$ cat src/rtl/rcd_pkg.sv
package rcd_pkg;

    localparam int NBANK   = 3;
    localparam int NDIV    = NBANK + 1;        // banks plus feedback
    localparam int BANK_CW = 3;                // counter bits for divides up to 8
    localparam int FB_CW   = 5;                // counter bits for divides up to 32
    localparam int BANK_DW = BANK_CW + 1;
    localparam int FB_DW   = FB_CW + 1;

    typedef logic [BANK_DW-1:0] bank_div_t;
    typedef bank_div_t [NBANK-1:0] bank_set_t; // [0]=A [1]=B [2]=C

    typedef struct packed {
        logic [3:0] ratio;
        logic [2:0] fbsel;
        logic       bypass;
        logic       dsel;
    } rcd_cfg_t;

    function automatic bank_set_t pack3(input int a, input int b, input int c);
        bank_set_t s;
        s[0] = bank_div_t'(a);
        s[1] = bank_div_t'(b);
        s[2] = bank_div_t'(c);
        return s;
    endfunction

    function automatic bank_set_t bank_divs(input logic [3:0] code);
        bank_set_t s;
        case (code)
            4'd0:    s = pack3(2, 2, 2);
            4'd1:    s = pack3(4, 2, 2);
            4'd2:    s = pack3(6, 2, 2);
            4'd3:    s = pack3(6, 4, 4);
            4'd4:    s = pack3(8, 2, 2);
            4'd5:    s = pack3(8, 6, 6);
            4'd6:    s = pack3(8, 6, 2);
            4'd7:    s = pack3(8, 6, 4);
            4'd8:    s = pack3(4, 4, 4);
            4'd9:    s = pack3(2, 2, 4);
            4'd10:   s = pack3(2, 2, 6);
            4'd11:   s = pack3(4, 4, 6);
            4'd12:   s = pack3(2, 2, 8);
            4'd13:   s = pack3(6, 6, 8);
            4'd14:   s = pack3(6, 8, 2);
            default: s = pack3(4, 6, 8);
        endcase
        return s;
    endfunction

    function automatic logic [FB_DW-1:0] fb_divide(input logic [2:0] code);
        logic [FB_DW-1:0] v;
        case (code)
            3'd0:    v = FB_DW'(4);
            3'd1:    v = FB_DW'(6);
            3'd2:    v = FB_DW'(8);
            3'd3:    v = FB_DW'(12);
            3'd4:    v = FB_DW'(16);
            default: v = FB_DW'(32);
        endcase
        return v;
    endfunction

endpackage

$ cat src/rtl/rcd_step_gen.sv
module rcd_step_gen #(
    parameter int SYNC_STAGES = 2
) (
    input  logic clk,
    input  logic rst_n,
    input  logic test_clk,
    input  logic bypass,
    output logic tick
);
    localparam int SHW = SYNC_STAGES + 1;

    logic [SHW-1:0] sh_d, sh_q;
    logic           rise;

    always_comb begin
        sh_d = {sh_q[SHW-2:0], test_clk};
        rise = sh_q[SHW-2] & ~sh_q[SHW-1];
        tick = bypass ? rise : 1'b1;
    end

    always_ff @(posedge clk or negedge rst_n) begin
        if (!rst_n) sh_q <= '0;
        else        sh_q <= sh_d;
    end
endmodule

$ cat src/rtl/rcd_phase_div.sv
module rcd_phase_div #(
    parameter int CW = 3
) (
    input  logic        clk,
    input  logic        rst_n,
    input  logic        realign,
    input  logic        tick,
    input  logic [CW:0] div,
    output logic        clk_out,
    output logic        wrap
);
    typedef struct packed {
        logic [CW-1:0] cnt;
        logic          out;
    } div_state_t;

    div_state_t    d, q;
    logic [CW:0]   half;
    logic [CW:0]   cnt_ext;

    always_comb begin
        half    = div >> 1;
        cnt_ext = {1'b0, q.cnt};
        wrap    = (cnt_ext == div - 1'b1);
        d       = q;
        if (realign) begin
            d.cnt = '0;
            d.out = 1'b0;
        end else if (tick) begin
            d.out = (cnt_ext < half);
            d.cnt = wrap ? '0 : q.cnt + 1'b1;
        end
    end

    always_ff @(posedge clk or negedge rst_n) begin
        if (!rst_n) q <= '0;
        else        q <= d;
    end

    assign clk_out = q.out;
endmodule

$ cat src/rtl/ratio_clk_divider.sv
module ratio_clk_divider
    import rcd_pkg::*;
#(
    parameter int                SYNC_STAGES = 2,
    parameter logic [NDIV-1:0]   SYNC_MASK   = 4'b0101   // banks A and C
) (
    input  logic       clk,
    input  logic       rst_n,
    input  logic       mrst,
    input  logic [3:0] ratio_sel,
    input  logic [2:0] fb_sel,
    input  logic       bypass_en,
    input  logic       test_clk,
    input  logic       d_sync_en,
    output logic       out_a,
    output logic       out_b,
    output logic       out_c,
    output logic       out_d,
    output logic       out_fb,
    output logic       sync_out
);
    typedef struct packed {
        rcd_cfg_t cfg;
        logic     sync;
    } top_state_t;

    top_state_t        d, q;
    rcd_cfg_t          cfg_cur;
    logic              tick;
    bank_set_t         bdiv;
    logic [FB_DW-1:0]  fdiv;
    logic [NDIV-1:0]   wrap;
    logic [NDIV-1:0]   dclk;

    assign cfg_cur = q.cfg;
    assign bdiv    = bank_divs(cfg_cur.ratio);
    assign fdiv    = fb_divide(cfg_cur.fbsel);

    rcd_step_gen #(.SYNC_STAGES(SYNC_STAGES)) u_step (
        .clk      (clk),
        .rst_n    (rst_n),
        .test_clk (test_clk),
        .bypass   (cfg_cur.bypass),
        .tick     (tick)
    );

    for (genvar b = 0; b < NBANK; b++) begin : g_bank
        rcd_phase_div #(.CW(BANK_CW)) u_div (
            .clk     (clk),
            .rst_n   (rst_n),
            .realign (mrst),
            .tick    (tick),
            .div     (bdiv[b]),
            .clk_out (dclk[b]),
            .wrap    (wrap[b])
        );
    end

    rcd_phase_div #(.CW(FB_CW)) u_fb (
        .clk     (clk),
        .rst_n   (rst_n),
        .realign (mrst),
        .tick    (tick),
        .div     (fdiv),
        .clk_out (dclk[NBANK]),
        .wrap    (wrap[NBANK])
    );

    always_comb begin
        d = q;
        if (mrst) begin
            d.cfg.ratio  = ratio_sel;
            d.cfg.fbsel  = fb_sel;
            d.cfg.bypass = bypass_en;
            d.cfg.dsel   = d_sync_en;
            d.sync       = 1'b0;
        end else if (tick) begin
            d.sync = &(wrap | ~SYNC_MASK);
        end
    end

    always_ff @(posedge clk or negedge rst_n) begin
        if (!rst_n) q <= '0;
        else        q <= d;
    end

    assign out_a    = dclk[0];
    assign out_b    = dclk[1];
    assign out_c    = dclk[2];
    assign out_fb   = dclk[NBANK];
    assign sync_out = q.sync;
    assign out_d    = cfg_cur.dsel ? q.sync : dclk[2];
endmodule

$ cat config.mk
export PLATFORM = sky130hd
export DESIGN_NAME = ratio_clk_divider
export DESIGN_NICKNAME = d
export VERILOG_FILES = /design/src/rtl/rcd_pkg.sv /design/src/rtl/rcd_step_gen.sv /design/src/rtl/rcd_phase_div.sv /design/src/rtl/ratio_clk_divider.sv
export SDC_FILE = /design/constraint.sdc
export NUM_CORES = 1
export LEC_CHECK = 0
export ABC_CLOCK_PERIOD_IN_PS = 7680
export BUFFER_PORTS_ARGS = -buffer_cell sky130_fd_sc_hd__buf_2
export CAP_MARGIN = 20
export CORE_UTILIZATION = 47
export CTS_CLUSTER_SIZE = 8
export DETAILED_ROUTE_END_ITERATION = 7
export PLACE_DENSITY_LB_ADDON = 0.2
export SLEW_MARGIN = 20
export SYNTH_ARGS = -nofsm -noshare
export SYNTH_HDL_FRONTEND = slang
export SYNTH_SLANG_ARGS = --single-unit
$ cat constraint.sdc
create_clock -name clk -period 7.68 [get_ports clk]
set_input_delay 0.384 -clock clk [delete_from_list [all_inputs] [get_ports clk]]
set_output_delay 0.384 -clock clk [all_outputs]
set_load 0.005 [all_outputs]
==> results of run 1 <==
[cell usage in the layout, fill, tap and decap left out, types with 2 or more instances in the layout]
| cell | Yosys | final |
|---|---|---|
| nor2_1 | 9 | 9 |
| a21oi_1 | 6 | 6 |
| a22o_1 | 5 | 5 |
| nor2b_1 | 6 | 6 |
| mux2_2 | 6 | 6 |
| ha_1 | 23 | 23 |
| nand3_1 | 4 | 4 |
| xnor2_1 | 4 | 4 |
| and3_1 | 5 | 5 |
| o21a_1 | 2 | 2 |
| clkbuf_8 | 0 | 6 |
| a21o_1 | 3 | 3 |
| or2_2 | 2 | 2 |
| mux2i_1 | 3 | 3 |
| inv_1 | 8 | 8 |
| a221o_1 | 2 | 2 |
| nor3_1 | 7 | 7 |
| nand2b_1 | 7 | 7 |
| buf_2 | 2 | 18 |
| dfrtp_1 | 31 | 31 |
| a2111oi_2 | 2 | 2 |
| o21ai_0 | 23 | 23 |
| nand2_1 | 18 | 18 |
| xor2_1 | 9 | 9 |
[cells by family (layout without fill, tap and decap cells)]
group	count (synthesis)	in the layout	synth area share [%]
buffers and inverters	17	35	3.76
adder cells (fa/ha/maj)	23	23	14.0
flip-flops	31	31	37.6
AO/OA/AOI/OAI	51	51	17.6
multiplexers	9	9	4.74
XOR/XNOR	14	14	6.31
AND/OR/NAND/NOR	64	64	16.0
[power by group through the flow]
stage / logic [W] / clock network [W] / registers [W]
finish: 0.000125 / 0.000168 / 0.000207
detailed placement: 0.000127 / 0 / 0.000210
floorplan: 0.000101 / 0 / 0.000202
CTS: 0.000127 / 0.000174 / 0.000207
global placement: 0.000124 / 0 / 0.000210
global route: 0.000144 / 0.000180 / 0.000210
[metrics by stage]
step                power [W]  instance area [um2]  hold slack [ns]  worst slack, ns
floorplan            0.000303                 2060           0.0884             5.21
global placement     0.000333                 2170            0.337             5.11
detailed placement   0.000337                 2170            0.339             5.02
CTS                  0.000508                 2290            0.171             5.00
global route         0.000534                 2290            0.191             4.79
finish               0.000500                 2290            0.147             4.99
[path summary, 6_finish.rpt]
| check | from | depth (start not counted) | slack [ns] | to |
|---|---|---|---|---|
| max | cfg_cur[5] | 10 | 4.99 | g_bank[0].u_div.cnt_ext[2] |
| min | rst_n | 1 | 0.15 | u_fb.cnt_ext[4] |
| max reg2reg | cfg_cur[5] | 10 | 4.99 | g_bank[0].u_div.cnt_ext[2] |
| min reg2reg | u_step.sh_q[0] | 0 | 0.35 | u_step.sh_q[1] |
| max in group asynchronous | rst_n | 1 | 7.08 | g_bank[2].u_div.clk_out |
| min in group clk | test_clk | 1 | 0.21 | u_step.sh_q[0] |
[state kept, by name, indices dropped and copies added, names as in the netlist]
register,flops
cfg_cur,9
u_fb.cnt_ext,5
u_fb.clk_out,1
sync_out,1
g_bank.u_div.clk_out,3
g_bank.u_div.cnt_ext,9
u_step.sh_q,3
[per-layer routing]
| metal | up-vias | track usage [%] | part of all wire (%) |
|---|---|---|---|
| li1 | 785 | - | - |
| met1 | 712 | 24.1 | 51 |
| met2 | 15 | 28.9 | 45 |
| met3 | 5 | 5.00 | 2.5 |
| met4 | 0 | 5.47 | 1.0 |
| met5 | - | 0 | 0 |
[cell type report]
type                       instances  area, um2
timing repair buffer              19       97.6
multi-input combinational        161       1210
clock inverter                     2       35.0
inverter                           8       30.0
tap                               50       62.6
sequential                        31        776
fill                             389       1820
clock buffer                       6       82.6
[critical path: stages, from the launching register on]
cell and delay, ns:
dfrtp_1 0.44, inv_1 0.12, ha_1 0.31, and2_1 0.21, or2_2 0.32, o21ai_0 0.22
ha_1 0.28, xor2_1 0.14, and3_1 0.20, a221oi_1 0.28, a21o_1 0.11
==> metrics, run 1 <==
Tmin final=2.69 ns; # IOs=19; Clk network pwr share=33.6%; GP Congestion=0.773; total grt overflow=0; Initial Util=50.1%; total die area=4650 um2; number of global-route vias before repair=1406; Slew Limit Headroom=52.8%; average vias per placed instance=5.48; drt first pass iters=4; CP Capture Type=flop; Die H=68.2 um; clock-pin slew on the worst setup and hold paths=0.07 ns; Syn Std Cell Area=2060 um2; ys async rst share=100%; CTS root buf=clkbuf_8; unique cell type count in the Yosys netlist=41; #FFs+latches synth=31; WS Path Type=reg -> reg; layout cells sized above 1=18.1%; PD cells=218 nW/um2; Internal=0.000348 W; Max Cap Viol=0; clock skew=0.00913 ns; clk buf depth=2; antenna violations before repair=0; first-pass GRT wire length=6.25 mm; Critical Path Fanout Max=5; Setup Buffers After CTS=0; drc violations=0; CTS tree=yes; Least-Margin Pin Slew=0.707 ns; Die X=68.2 um; CORE AREA=4120 um2; status=finished clean; WL final=3.73 mm; post-CTS sizing=0; fin. max-slew vios=0; count leader, synth=dfrtp_1; Inserted Diodes=0; drt wl/cell=13.4 um; Post-Layout Cell Count=277; Seq pwr share=41.4%; YS warnings=0; cell count after synthesis=209; Fin. Hold Viols=0; Net Sw Power=0.000151 W; post-synthesis sequential area ratio=37.6%; number of port buffers=18; period utilization=35.0%; Avg Synthesized Cell Area=9.86 um2; pin count of the biggest net entering global routing=32; Iter 0 DRT Violations=44; area fraction of the dominant cell type after synthesis=37.6%; Global Route Usage Sum=18.2%; P_leak=1.09 nW; number of synthesized flops with an enable pin=0; DR vias=1517; Worst VDD drop=121 uV; number of H-tree levels=2; RSZ-0062 raised after global routing=false; Post-Syn Nets=245; Setup Viol. Count Final=0; ys flop type=dfrtp_1; Synth top cells by count=31 x dfrtp_1, 23 x ha_1, 23 x o21ai_0; hpwl dp=2.72 mm; Gate power share=25.0%; top cells by area, synth=dfrtp_1 38%, ha_1 14%, o21ai_0 5.6%, xor2_1 3.8%, nand2_1 3.3%; Hold Buf Count CTS=0; clock sink count=31; post-route ant nets=0; Worst EP arrival=2.91 ns; Max Freq=0.372 GHz; setup TNS=0 ns; worst min path class=in -> async; Sw Share=30.2%; Req. time, crit path=7.90 ns; CP Launch Type=flop; synthesis-to-finish area growth=11.2%; Final nets=262; Site Rows=23; Synth area leader=dfrtp_1; Clock Latency Late Sink=0.28 ns; total CTS buffers=5; final core occ=55.7%; placed instance count=269
(Power assumes the default switching activity.)
==> run 2: changes to the inputs <==
ABC_CLOCK_PERIOD_IN_PS = 2600   (was 7680)
clock period = 2.6 ns   (was 7.68 ns; I/O delays follow)
==> metrics, run 2 (synthesis gave the netlist of run 1 again) <==
commonest non-fill, non-tap cell in the layout=dfrtp_1; Tmin final=2.46 ns (-0.226 ns); Worst EP arrival=2.68 ns (-0.23 ns); post-route ant nets=0 (unchanged); total die area=4650 um2 (unchanged); drt wl/cell=13.8 um (+2.7%); Placed Area=2200 um2 (+1.4%); Inserted Diodes=0 (unchanged); Setup Buffers After CTS=0 (unchanged); clock-pin slew on the worst setup and hold paths=0.07 ns (about the same); flop2flop setup slack=0.14 ns (-4.85 ns); P_leak=1.11 nW (+2.5%); met2 Use GR=29.7% (+0.74 points); cells on worst reg2reg path=10 (unchanged); final instance area=2340 um2 (+2.3%); hold path cells=3; CP Launch Type=flop; Hold Path End=cfg_cur[2]; CP Capture Type=flop; Least-Margin Pin Slew=0.720 ns (+0.0131 ns); Clock Latency Late Sink=0.28 ns (about the same); Critical Path Fanout Max=5 (unchanged); CP peak stage delay=0.41 ns (-0.03 ns); Max Cap Viol=0 (unchanged); clock skew=0.00601 ns (-0.00312 ns); pin count of the biggest net entering global routing=32 (unchanged); Slowest-stage cell, CP=dfrtp_1; first-pass GRT wire length=6.49 mm (+3.8%); Final nets=268 (+2.3%); Initial Util=50.1% (unchanged); Req. time, crit path=2.82 ns (-5.08 ns); total grt overflow=0 (unchanged); CORE AREA=4120 um2 (unchanged); RSZ-0062 raised after global routing=true; crit-path cells=inv_1, ha_1, and2_1, buf_4, o31ai_4, ha_1, xor2_1, and3_1, a2111oi_2, a221o_1; # IOs=19 (unchanged); PD cells=630 nW/um2 (+190%); Crit Reg-Reg Startpoint=cfg_cur[6]; total CTS buffers=5 (unchanged); most frequent CP cell=ha_1; WS Path Type=reg -> reg; Max Freq=0.406 GHz (+9.2%); met3 GRT Util=4.00% (-1.0 points); status=finished clean; Worst Hold Launch=fb_sel[0]; Design Power=0.00148 W (+200%); antenna violations before repair=0 (unchanged); average vias per placed instance=5.38 (-1.7%); drc violations=0 (unchanged); Worst VDD drop=303 uV (+150%); most frequent cells in the layout=31 x dfrtp_1, 23 x ha_1, 22 x o21ai_0, 18 x nand2_1, 18 x buf_2; Global Route Usage Sum=19.2% (+0.96 points); setup TNS=0 ns (unchanged); DR vias=1523 (+0.40%); Buf+Inv Stages, Crit Path=2 (+1); Slew Limit Headroom=52.0% (-0.87 points); Die X=68.2 um (unchanged); R2R Path End=g_bank[1].u_div.cnt_ext[2]; Die H=68.2 um (unchanged); clk buf depth=2 (unchanged); Setup Viol. Count Final=0 (unchanged); fin. max-slew vios=0 (unchanged); routing usage on met1=26.6% (+2.5 points); drt first pass iters=4 (unchanged); layout cells sized above 1=20.2% (+2.1 points); WL final=3.91 mm (+5.0%); CTS root buf=clkbuf_8; Crit path max-delay family=compound AO/OA/AOI/OAI gates; placed instance count=273 (+1.5%); Iter 0 DRT Violations=42 (-4.5%); worst min path class=in -> reg; clock sink count=31 (unchanged); Site Rows=23 (unchanged); number of H-tree levels=2 (unchanged); global route hottest layer=met2; period utilization=94.7% (+60 points); Fin. Hold Viols=0 (unchanged); number of port buffers=18 (unchanged); number of global-route vias before repair=1384 (-1.6%); GP Congestion=0.824 (+6.5%); Post-Layout Cell Count=283 (+2.2%); synthesis-to-finish area growth=13.7%; hpwl dp=2.78 mm (+2.3%); CTS tree=yes
[run 2: cell count changes in the layout (fill, tap and decap cells not counted), sizes merged]
cell / delta
buf: +4
dlygate4sd3: +2
clkbuf: -1
clkinv: +1
[run 2: worst reg2reg max path: cells and delay by family, from the launching register on]
family | cells | cell delay (ns)
flip-flops | 1 | 0.41
AO/OA/AOI/OAI | 3 | 0.67
adder cells (fa/ha/maj) | 2 | 0.57
AND/OR/NAND/NOR | 2 | 0.37
buffers and inverters | 2 | 0.24
XOR/XNOR | 1 | 0.14
[run 2: area by class of cell]
type,count,area [um2]
timing repair buffer,25,148
sequential,31,776
tap,50,62.6
fill,361,1770
inverter,8,30.0
multi-input combinational,161,1210
clock buffer,5,68.8
clock inverter,3,43.8
[run 2: report_power, final]
group	internal [W]	total (W)	switching, W
combinational	0.000193	0.000389	0.000196
clock	0.000285	0.000479	0.000194
sequential	0.000538	0.000608	0.0000699
total	0.00102	0.00148	0.000460
[run 2: layer usage]
layer  vias to the layer above  share of wire [%]
met5                         -                  0
met4                         0               0.97
met3                         5                2.3
met2                        15                 44
met1                       709                 53
li1                        794                  -
[run 2: how the worst max path moves through the flow]
| stage | start | endpoint | slack (ns) | depth (start not counted) |
|---|---|---|---|---|
| 2_1_floorplan | cfg_cur[5] | g_bank[0].u_div.cnt_ext[2] | 0.13 | 10 |
| 5_1_grt | cfg_cur[6] | g_bank[1].u_div.cnt_ext[2] | -0.04 | 11 |
| 3_5_place_dp | cfg_cur[6] | g_bank[0].u_div.cnt_ext[2] | 0.02 | 10 |
| 6_report | cfg_cur[6] | g_bank[1].u_div.cnt_ext[2] | 0.14 | 10 |
| 4_1_cts | cfg_cur[6] | g_bank[0].u_div.cnt_ext[2] | 0.008 | 10 |
| 3_3_place_gp | cfg_cur[6] | g_bank[0].u_div.cnt_ext[2] | 0.13 | 10 |
[run 2: per-stage QoR]
stage	setup WS, ns	utilization [%]	hold slack (ns)
2_1_floorplan	0.128	-	-0.166
3_3_place_gp	0.127	53.5	0.228
3_5_place_dp	0.0182	53.5	0.239
4_1_cts	0.00829	56.8	0.0503
5_1_grt	-0.0369	56.9	0.0616
6_report	0.139	56.9	0.0502
[run 2: repair_timing]
| action | 4_1_cts | 5_1_grt |
|---|---|---|
| endpoints found under the setup margin | 0 | 5 |
| hold endpoints to repair | 32 | 0 |
| gates resized for setup | 0 | 3 |
| hold buffers | 2 | 0 |
